<file path="src/rtl/eoi_pkg.sv">
package eoi_pkg;
  typedef enum logic {
    WALK_IDLE = 1'b0,
    WALK_BUSY = 1'b1
  } walk_state_t;
endpackage

</file>
<file path="src/rtl/eoi_walker.sv">
module eoi_walker #(
  parameter int NUM_PINS = 24,
  parameter int VEC_W    = 8,
  localparam int PIN_W   = (NUM_PINS > 1) ? $clog2(NUM_PINS) : 1
) (
  input  logic             clk,
  input  logic             rst_n,
  input  logic             eoi_valid,
  input  logic [VEC_W-1:0] eoi_vector,
  output logic             eoi_ready,
  output logic             walk_active,
  output logic [PIN_W-1:0] walk_pin,
  output logic [VEC_W-1:0] walk_vec
);
  import eoi_pkg::*;

  localparam logic [PIN_W-1:0] LAST_PIN = PIN_W'(NUM_PINS - 1);

  walk_state_t state_q;

  always_ff @(posedge clk or negedge rst_n) begin
    if (!rst_n) begin
      state_q  <= WALK_IDLE;
      walk_pin <= '0;
      walk_vec <= '0;
    end else begin
      case (state_q)
        WALK_IDLE: begin
          if (eoi_valid) begin
            state_q  <= WALK_BUSY;
            walk_pin <= '0;
            walk_vec <= eoi_vector;
          end
        end
        default: begin
          if (walk_pin == LAST_PIN) begin
            state_q <= WALK_IDLE;
          end else begin
            walk_pin <= walk_pin + 1'b1;
          end
        end
      endcase
    end
  end

  assign eoi_ready   = (state_q == WALK_IDLE);
  assign walk_active = (state_q == WALK_BUSY);
endmodule

</file>
<file path="src/rtl/storm_counters.sv">
module storm_counters #(
  parameter int NUM_PINS = 24,
  parameter int THRESH   = 10000,
  localparam int PIN_W   = (NUM_PINS > 1) ? $clog2(NUM_PINS) : 1,
  localparam int CNT_W   = $clog2(THRESH + 1)
) (
  input  logic             clk,
  input  logic             rst_n,
  input  logic             rel_valid,
  input  logic [PIN_W-1:0] rel_pin,
  input  logic             rel_live,
  input  logic             cfg_wr_valid,
  input  logic [PIN_W-1:0] cfg_wr_pin,
  output logic             req_now,
  output logic             req_later
);
  localparam logic [CNT_W:0] LIMIT = (CNT_W + 1)'(THRESH);

  logic [CNT_W-1:0] cnt_q [NUM_PINS];
  logic [CNT_W:0]   cnt_next;
  logic             at_limit;

  assign cnt_next = {1'b0, cnt_q[rel_pin]} + 1'b1;
  assign at_limit = (cnt_next >= LIMIT);

  for (genvar p = 0; p < NUM_PINS; p++) begin : g_pin
    logic hit_rel;
    logic hit_cfg;
    assign hit_rel = rel_valid && (rel_pin == PIN_W'(p));
    assign hit_cfg = cfg_wr_valid && (cfg_wr_pin == PIN_W'(p));

    always_ff @(posedge clk or negedge rst_n) begin
      if (!rst_n) begin
        cnt_q[p] <= '0;
      end else if (hit_cfg) begin
        cnt_q[p] <= '0;
      end else if (hit_rel) begin
        if (rel_live && !at_limit) begin
          cnt_q[p] <= cnt_next[CNT_W-1:0];
        end else begin
          cnt_q[p] <= '0;
        end
      end
    end
  end

  assign req_now   = rel_valid && rel_live && !at_limit;
  assign req_later = rel_valid && rel_live && at_limit;
endmodule

</file>
<file path="src/rtl/reservice_timer.sv">
module reservice_timer #(
  parameter int DELAY  = 100000,
  localparam int REM_W = $clog2(DELAY + 1)
) (
  input  logic clk,
  input  logic rst_n,
  input  logic sched,
  output logic armed,
  output logic fire
);
  logic [REM_W-1:0] rem_q;

  always_ff @(posedge clk or negedge rst_n) begin
    if (!rst_n) begin
      armed <= 1'b0;
      rem_q <= '0;
      fire  <= 1'b0;
    end else begin
      fire <= 1'b0;
      if (!armed) begin
        if (sched) begin
          armed <= 1'b1;
          rem_q <= REM_W'(DELAY);
        end
      end else if (rem_q == REM_W'(1)) begin
        armed <= 1'b0;
        fire  <= 1'b1;
      end else begin
        rem_q <= rem_q - 1'b1;
      end
    end
  end
endmodule

</file>
<file path="src/rtl/eoi_storm_ctrl.sv">
module eoi_storm_ctrl #(
  parameter int NUM_PINS = 24,
  parameter int VEC_W    = 8,
  parameter int THRESH   = 10000,
  parameter int DELAY    = 100000,
  localparam int PIN_W   = (NUM_PINS > 1) ? $clog2(NUM_PINS) : 1
) (
  input  logic             clk,
  input  logic             rst_n,
  input  logic             eoi_valid,
  output logic             eoi_ready,
  input  logic [VEC_W-1:0] eoi_vector,
  output logic [PIN_W-1:0] tbl_idx,
  input  logic [VEC_W-1:0] tbl_vector,
  input  logic             tbl_level,
  input  logic             tbl_masked,
  input  logic             tbl_rirr,
  input  logic             tbl_pend,
  output logic             clr_rirr,
  input  logic             cfg_wr_valid,
  input  logic [PIN_W-1:0] cfg_wr_pin,
  output logic             svc_req
);
  logic             walk_active;
  logic [VEC_W-1:0] walk_vec;
  logic             release_hit;
  logic             req_now;
  logic             req_later;
  logic             timer_armed;
  logic             timer_fire;
  logic             imm_q;

  eoi_walker #(.NUM_PINS(NUM_PINS), .VEC_W(VEC_W)) u_walker (
    .clk        (clk),
    .rst_n      (rst_n),
    .eoi_valid  (eoi_valid),
    .eoi_vector (eoi_vector),
    .eoi_ready  (eoi_ready),
    .walk_active(walk_active),
    .walk_pin   (tbl_idx),
    .walk_vec   (walk_vec)
  );

  // released = visited, level mode, vector match, flag set
  assign release_hit = walk_active && tbl_level && tbl_rirr &&
                       (tbl_vector == walk_vec);
  assign clr_rirr = release_hit;

  storm_counters #(.NUM_PINS(NUM_PINS), .THRESH(THRESH)) u_counters (
    .clk         (clk),
    .rst_n       (rst_n),
    .rel_valid   (release_hit),
    .rel_pin     (tbl_idx),
    .rel_live    (!tbl_masked && tbl_pend),
    .cfg_wr_valid(cfg_wr_valid),
    .cfg_wr_pin  (cfg_wr_pin),
    .req_now     (req_now),
    .req_later   (req_later)
  );

  reservice_timer #(.DELAY(DELAY)) u_timer (
    .clk  (clk),
    .rst_n(rst_n),
    .sched(req_later),
    .armed(timer_armed),
    .fire (timer_fire)
  );

  always_ff @(posedge clk or negedge rst_n) begin
    if (!rst_n) imm_q <= 1'b0;
    else        imm_q <= req_now;
  end

  assign svc_req = imm_q || timer_fire;
endmodule

</file>
<file path="config.mk">
export PLATFORM = sky130hd
export DESIGN_NAME = eoi_storm_ctrl
export DESIGN_NICKNAME = d
export VERILOG_FILES = /design/src/rtl/eoi_pkg.sv /design/src/rtl/eoi_walker.sv /design/src/rtl/storm_counters.sv /design/src/rtl/reservice_timer.sv /design/src/rtl/eoi_storm_ctrl.sv
export SDC_FILE = /design/constraint.sdc
export NUM_CORES = 1
export LEC_CHECK = 0
export CAP_MARGIN = 20
export CORE_MARGIN = 2
export CORE_UTILIZATION = 38
export DETAILED_ROUTE_END_ITERATION = 16
export SKIP_LAST_GASP = 1
export SLEW_MARGIN = 20
export SYNTH_ARGS = -nofsm -noshare
export SYNTH_HDL_FRONTEND = slang
export SYNTH_HIERARCHICAL = 1
export SYNTH_SLANG_ARGS = --single-unit
</file>
<file path="constraint.sdc">
create_clock -name clk -period 9.5 [get_ports clk]
set_input_delay 1.425 -clock clk [delete_from_list [all_inputs] [get_ports clk]]
set_output_delay 1.425 -clock clk [all_outputs]
set_load 0.01 [all_outputs]
</file>
* Yosys cells after proc, flatten, opt, wreduce, memory -nomap -nowiden
Cells that the tools add are included.
** Cells by class
- Magnitude comparators :: 2
- Mux-type cells :: 66
- Add/sub/neg operators :: 3
- Bitwise operators :: 2
- Reductions and logical operators :: 90
- Eq/ne operators :: 50
** Operators with widths (number)
- $mux W14 :: 51
- $eq A5 B4 Y1 const B :: 16
- $eq A5 B5 Y1 const B :: 16
- $bmux W14 S5 :: 1
- $logic_and A1 B1 Y1 :: 56
- $reduce_bool A2 Y1 :: 26
- $mux W17 :: 3
- $eq A5 B3 Y1 const B :: 8
- $eq A5 B2 Y1 const B :: 4
- $eq A17 B1 Y1 const B :: 1
- $sub A17 B1 Y17 const B :: 1
- $add A14 B1 Y15 const B :: 1
- $ge A15 B14 Y1 const B :: 1
- $mux W5 :: 3
- $eq A5 B1 Y1 const B :: 2
- $logic_not A5 Y1 :: 2
- $eq A8 B8 Y1 :: 1
- $mux W1 :: 8
- $ge A6 B6 Y1 const B :: 1
- $not A5 Y6 :: 1
- $reduce_and A2 Y1 :: 3
- $add A5 B1 Y5 const B :: 1
- $ne A2 B2 Y1 const B :: 2
- $logic_not A1 Y1 :: 2
- other kinds (2) :: 2
** Storage, ports and cells
- Logic and storage cells :: 244
- Register bits after elaboration :: 370

* Longest topological paths before layout
- Word-level depth :: 11
- Mapped depth :: 22
- Gate-level depth less buffers :: 15

* Hierarchy
The synthesis kept the hierarchy.
** By module, submodules not included
- storm_counters :: seq. area each 8408.1 sq um, cells an instance 1654, area each 16943.8 sq um, instances 1
- reservice_timer :: seq. area each 475.5 sq um, cells an instance 144, area each 1244.9 sq um, instances 1
- eoi_walker :: seq. area each 350.3 sq um, cells an instance 63, area each 611.8 sq um, instances 1
- eoi_storm_ctrl :: seq. area each 25.0 sq um, cells an instance 15, area each 135.1 sq um, instances 1

* Least setup slack after synthesis
Ideal clock, no wire load.
- Kind :: register to register
- Start point :: register u_walker.walk_pin[1]
- End point :: register u_timer.rem_q[9]
- Setup time :: 0.125 ns
- Arrival :: 4.215 ns
- Data required time :: 9.375 ns
- Stages on the path, launching flop included :: 22
- Slack :: 5.160 ns
- Path through :: dfrtp_1 > buf_6 > buf_12 > buf_12 > buf_12 > mux2i_1 > a22oi_1 > a31oi_1 > a21oi_1 > ha_1 > nand3_1 > nor3_1 > mux2_2 > mux2i_1 > or2_1 > buf_6 > clkbuf_1 > a31oi_1 > clkbuf_1 > or3_1 > o211ai_1 > nor3_1
** Between the ends
- Cells in the longest elaborated chain, start to end :: 9
** RTL lines
- from (decl) :: line eoi_walker.sv:12 : output logic [PIN_W-1:0] walk_pin,
- from (signal assigned) :: line eoi_walker.sv:39 : walk_pin <= walk_pin + 1'b1;
- $not A5 Y6 (implied by the code) :: line storm_counters.sv:23 : assign cnt_next = {1'b0, cnt_q[rel_pin]} + 1'b1;
- $bmux W14 S5 :: line storm_counters.sv:23
- $mux W14 (implied by the code) (2 in a row) :: line storm_counters.sv:23
- $add A14 B1 Y15 :: line storm_counters.sv:23
- $ge A15 B14 Y1 :: line storm_counters.sv:24 : assign at_limit = (cnt_next >= LIMIT);
- $logic_and A1 B1 Y1 :: line storm_counters.sv:48 : assign req_later = rel_valid && rel_live && at_limit;
- named net req_later :: line eoi_storm_ctrl.sv:28 : logic req_later;
- $reduce_bool A2 Y1 (no source line)
- $reduce_and A2 Y1 (no source line)
- to (signal assigned) :: line reservice_timer.sv:23 : rem_q <= REM_W'(DELAY);
- to (signal assigned) :: line reservice_timer.sv:29 : rem_q <= rem_q - 1'b1;
- to (decl) :: line reservice_timer.sv:11 : logic [REM_W-1:0] rem_q;
The timed path passes the listed nets, and every way through them passes these cells. The select of a mux whose other input is x is not followed.
A chain may end at the register's enable or synchronous reset.

* Final worst setup path
- Start point :: register u_walker.walk_pin[1]
- End point :: register u_counters/cnt_q[212] in the netlist's numbering
** Between the ends
- Cells in the longest elaborated chain, start to end :: 11
** RTL lines
- $not A5 Y6 (implied by the code) :: line storm_counters.sv:23
- $bmux W14 S5 :: line storm_counters.sv:23
- $mux W14 (implied by the code) (2 in a row) :: line storm_counters.sv:23
- $add A14 B1 Y15 :: line storm_counters.sv:23
- $ge A15 B14 Y1 :: line storm_counters.sv:24
- $logic_not A1 Y1 :: line storm_counters.sv:38 : if (rel_live && !at_limit) begin
- $logic_and A1 B1 Y1 :: line storm_counters.sv:38
- $mux W14 :: line storm_counters.sv:38
- $mux W14 :: line storm_counters.sv:37 : end else if (hit_rel) begin
- $mux W14 :: line storm_counters.sv:35 : end else if (hit_cfg) begin
- to (signal, indexed assignment) :: line storm_counters.sv:39 : cnt_q[p] <= cnt_next[CNT_W-1:0];
- to (decl) :: line storm_counters.sv:19 : logic [CNT_W-1:0] cnt_q [NUM_PINS];
Parallel ways exist; a longest one is shown, timed or not. The select of a mux whose other input is x is not followed.

==> results.md <==
* Status: finished clean
* Synth Area per Inst at 10.1 um^2
* Critical path required time at 9.92 ns
* Detailed-route wire length at 60800 um
* Post-CTS resize count at 0
* Worst setup SP type: flip-flop
* Critical Path Sink Type: flip-flop
* Worst-margin pin slew at 1.17 ns
* Area of the mapped netlist at 0.0189 mm^2
* N_diodes at 0
* Share of cells above drive strength 1 at 0.114
* # IOs at 37
* Placement Cell Area at 0.0197 mm^2
* TNS Setup at 0 ns
* Worst-case clock skew at 0.0246 ns
* Dpl hpwl at 39500 um
* Max H-tree Level at 2
* CORE AREA at 0.0491 mm^2
* Residual DRC count at 0
* All-layer global routing usage at 0.239
* CP Max Fanout at 75
* Nets at 1876
* Drt initial violations at 1443
* Vias per Instance at 6.10
* Max_cap viols at 0
* Gate Count Post-Synth at 1876
* Largest net degree at the start of global routing at 183
* Post-CTS Hold Fix Bufs at 0
* Post-synth top flop: dfrtp_1
* Min Tclk post-route at 6.66 ns
* Post-route ant nets at 0
* Register area share after synthesis at 0.489
* Starting Density at 0.386
* Most frequent cells in the layout: nand2_1 (378), dfrtp_1 (367), o31ai_1 (173), o21ai_0 (117), mux2i_1 (78)
* Final Cell Area at 0.0211 mm^2
* Synth cell types at 80
* Die area at 0.0516 mm^2
* RSZ-0062 raised after global routing: no
* Max frequency at 150 MHz
* Ranking of synthesized cells by area: dfrtp_1 (49%), nand2_1 (7.5%), o31ai_1 (6.9%)
* Post-synth EDFFs at 0
* Final Core Density at 0.431
* Vias at 15500
* Bufs on Longest Clock Path at 3
* Slew headroom at 0.215
* Die Y at 227 um
* Commonest non-fill, non-tap cell in the layout: nand2_1
* Post-synth top area share at 0.489
* TritonCTS Buffers at 42
* Post-Syn Nets at 1909
* CTS Root Cell: clkbuf_16
* Peak supply drop at 0.000198 V
* Pins over their slew limit at 0
* Fin crit share at 0.701
* Later-pin clock latency in the skew report at 0.58 ns
* Total gr overflow at 0
* First-pass GRT wire length at 94300 um
* CTS clk-pin slew, worst paths at 0.06 ns
* Seq cells post-synth at 370
* Async SR Flop Fraction at 1.00
* WL/cell at 23.9 um
* Worst Hold Class: flip-flop to flip-flop
* Chip width at 227 um
* Area grow syn2layout at 11.7%
* CTS tree: yes
* YS warnings at 6
* Row cnt at 81
* Router iterations before antenna repair at 5
* Fin. Hold Viols at 0
* Critical path class: flip-flop to flip-flop
* GPL Wtd Cong at 0.898
* Clock Sinks at 370
* Pwr Total at 4.99 mW
* Vias in the first global route at 15200
* Min Hold Slack at 0.466 ns
* Static Leakage at 8.72 nW
* Input/output buffers at 36
* Post-CTS Setup Bufs at 0
* Yosys top cell by area: dfrtp_1
* Initial antenna violation count at 0
* Pwr per Cell Area at 236 mW/mm^2
* Crit path DAT at 7.08 ns
* Endpoints failing setup at 0
-- per-layer routing --
| metal | track usage | vias to the layer above | part of all wire |
|---|---|---|---|
| met2 | 0.374 | 617 | 0.47 |
| li1 | - | 6864 | - |
| met1 | 0.329 | 7877 | 0.43 |
| met4 | 0.0974 | 0 | 0.036 |
| met3 | 0.0426 | 130 | 0.071 |
| met5 | 0 | - | 0 |
-- sequential cells by signal, indices dropped and copies added (netlist names) --
name / cells
u_counters/cnt_q: 336
u_timer/rem_q: 17
u_walker/walk_vec: 8
u_walker/walk_pin: 5
imm_q: 1
u_timer/armed: 1
u_timer/fire: 1
u_walker/walk_active: 1
-- cells by family (layout without fill, tap and decap cells) --
logic type,after synthesis,after routing,synth area share
simple gates,664,664,0.161
compound gates,505,505,0.188
flops,370,370,0.489
buf+inv,178,176,0.0511
mux,135,135,0.0995
xor+xnor,20,20,0.00925
fa+ha+maj,4,4,0.00264
-- through the flow --
step / cells / setup WS [ns]
floorplan: 1876 / 5.16
global placement: 2462 / 3.06
detailed placement: 2462 / 3.03
CTS: 2537 / 3.01
global route: 2538 / 2.49
finish: 2538 / 2.84
-- cell type report --
cell class | count | area (um^2)
Multi-Input combinational cell | 1328 | 8790
Clock buffer | 62 | 1250
Tap cell | 664 | 831
Clock inverter | 13 | 184
Inverter | 16 | 60.1
Timing Repair Buffer | 85 | 766
Sequential cell | 370 | 9270
Fill cell | 4795 | 27900
-- critical path: stages (launching register included) --
cell	delay, ns
dfrtp_4	1.02
buf_4	0.71
mux2i_1	0.17
a22oi_1	0.22
nand3_1	0.17
a22oi_2	0.41
ha_1	0.29
nand3_1	0.19
nor3_1	0.44
mux2_2	0.39
mux2i_1	0.33
nand4_1	0.41
nand3_4	0.63
buf_4	0.74
o31ai_1	0.19
-- path summary, 6_finish.rpt --
path | from | endpoint | slack, ns | cells after the start
worst max register to register | u_walker/walk_pin[1] | u_counters/cnt_q[212] | 2.84 | 14
worst max-delay path | u_walker/walk_pin[1] | u_counters/cnt_q[212] | 2.84 | 14
max in group asynchronous | rst_n | u_walker/walk_pin[1] | 7.20 | 3
min in group asynchronous | rst_n | u_counters/cnt_q[200] | 0.81 | 1
worst min register to register | u_counters/cnt_q[68] | u_counters/cnt_q[68] | 0.47 | 2
worst min-delay path | u_counters/cnt_q[68] | u_counters/cnt_q[68] | 0.47 | 2
-- synth_stat cells, drive strengths merged (5+ instances only) --
library cell / count
nand2: 378
dfrtp: 370
o31ai: 174
o21ai: 122
clkbuf: 102
mux2i: 78
nor2: 71
buf: 60
nor3: 45
mux4: 40
o22ai: 31
a21oi: 30
nand3: 30
a22o: 28
or3: 26
a22oi: 23
a32o: 23
or4: 21
xnor2: 18
mux2: 17
inv: 15
a31oi: 14
nand2b: 13
nand4: 13
nor2b: 12
nor4: 11
and2: 10
and3: 9
nand3b: 8
o2111ai: 7
o211ai: 7
a221oi: 5
o221ai: 5
o41ai: 5
or2: 5
-- power breakdown --
| group | leakage (nW) | total, mW | switching [mW] | internal, mW |
|---|---|---|---|---|
| logic | 2.93 | 1.57 | 1.10 | 0.472 |
| clock network | 0.709 | 1.68 | 0.665 | 1.02 |
| registers | 5.08 | 1.73 | 0.122 | 1.61 |
Note: power is estimated with default switching activity, not from simulation.
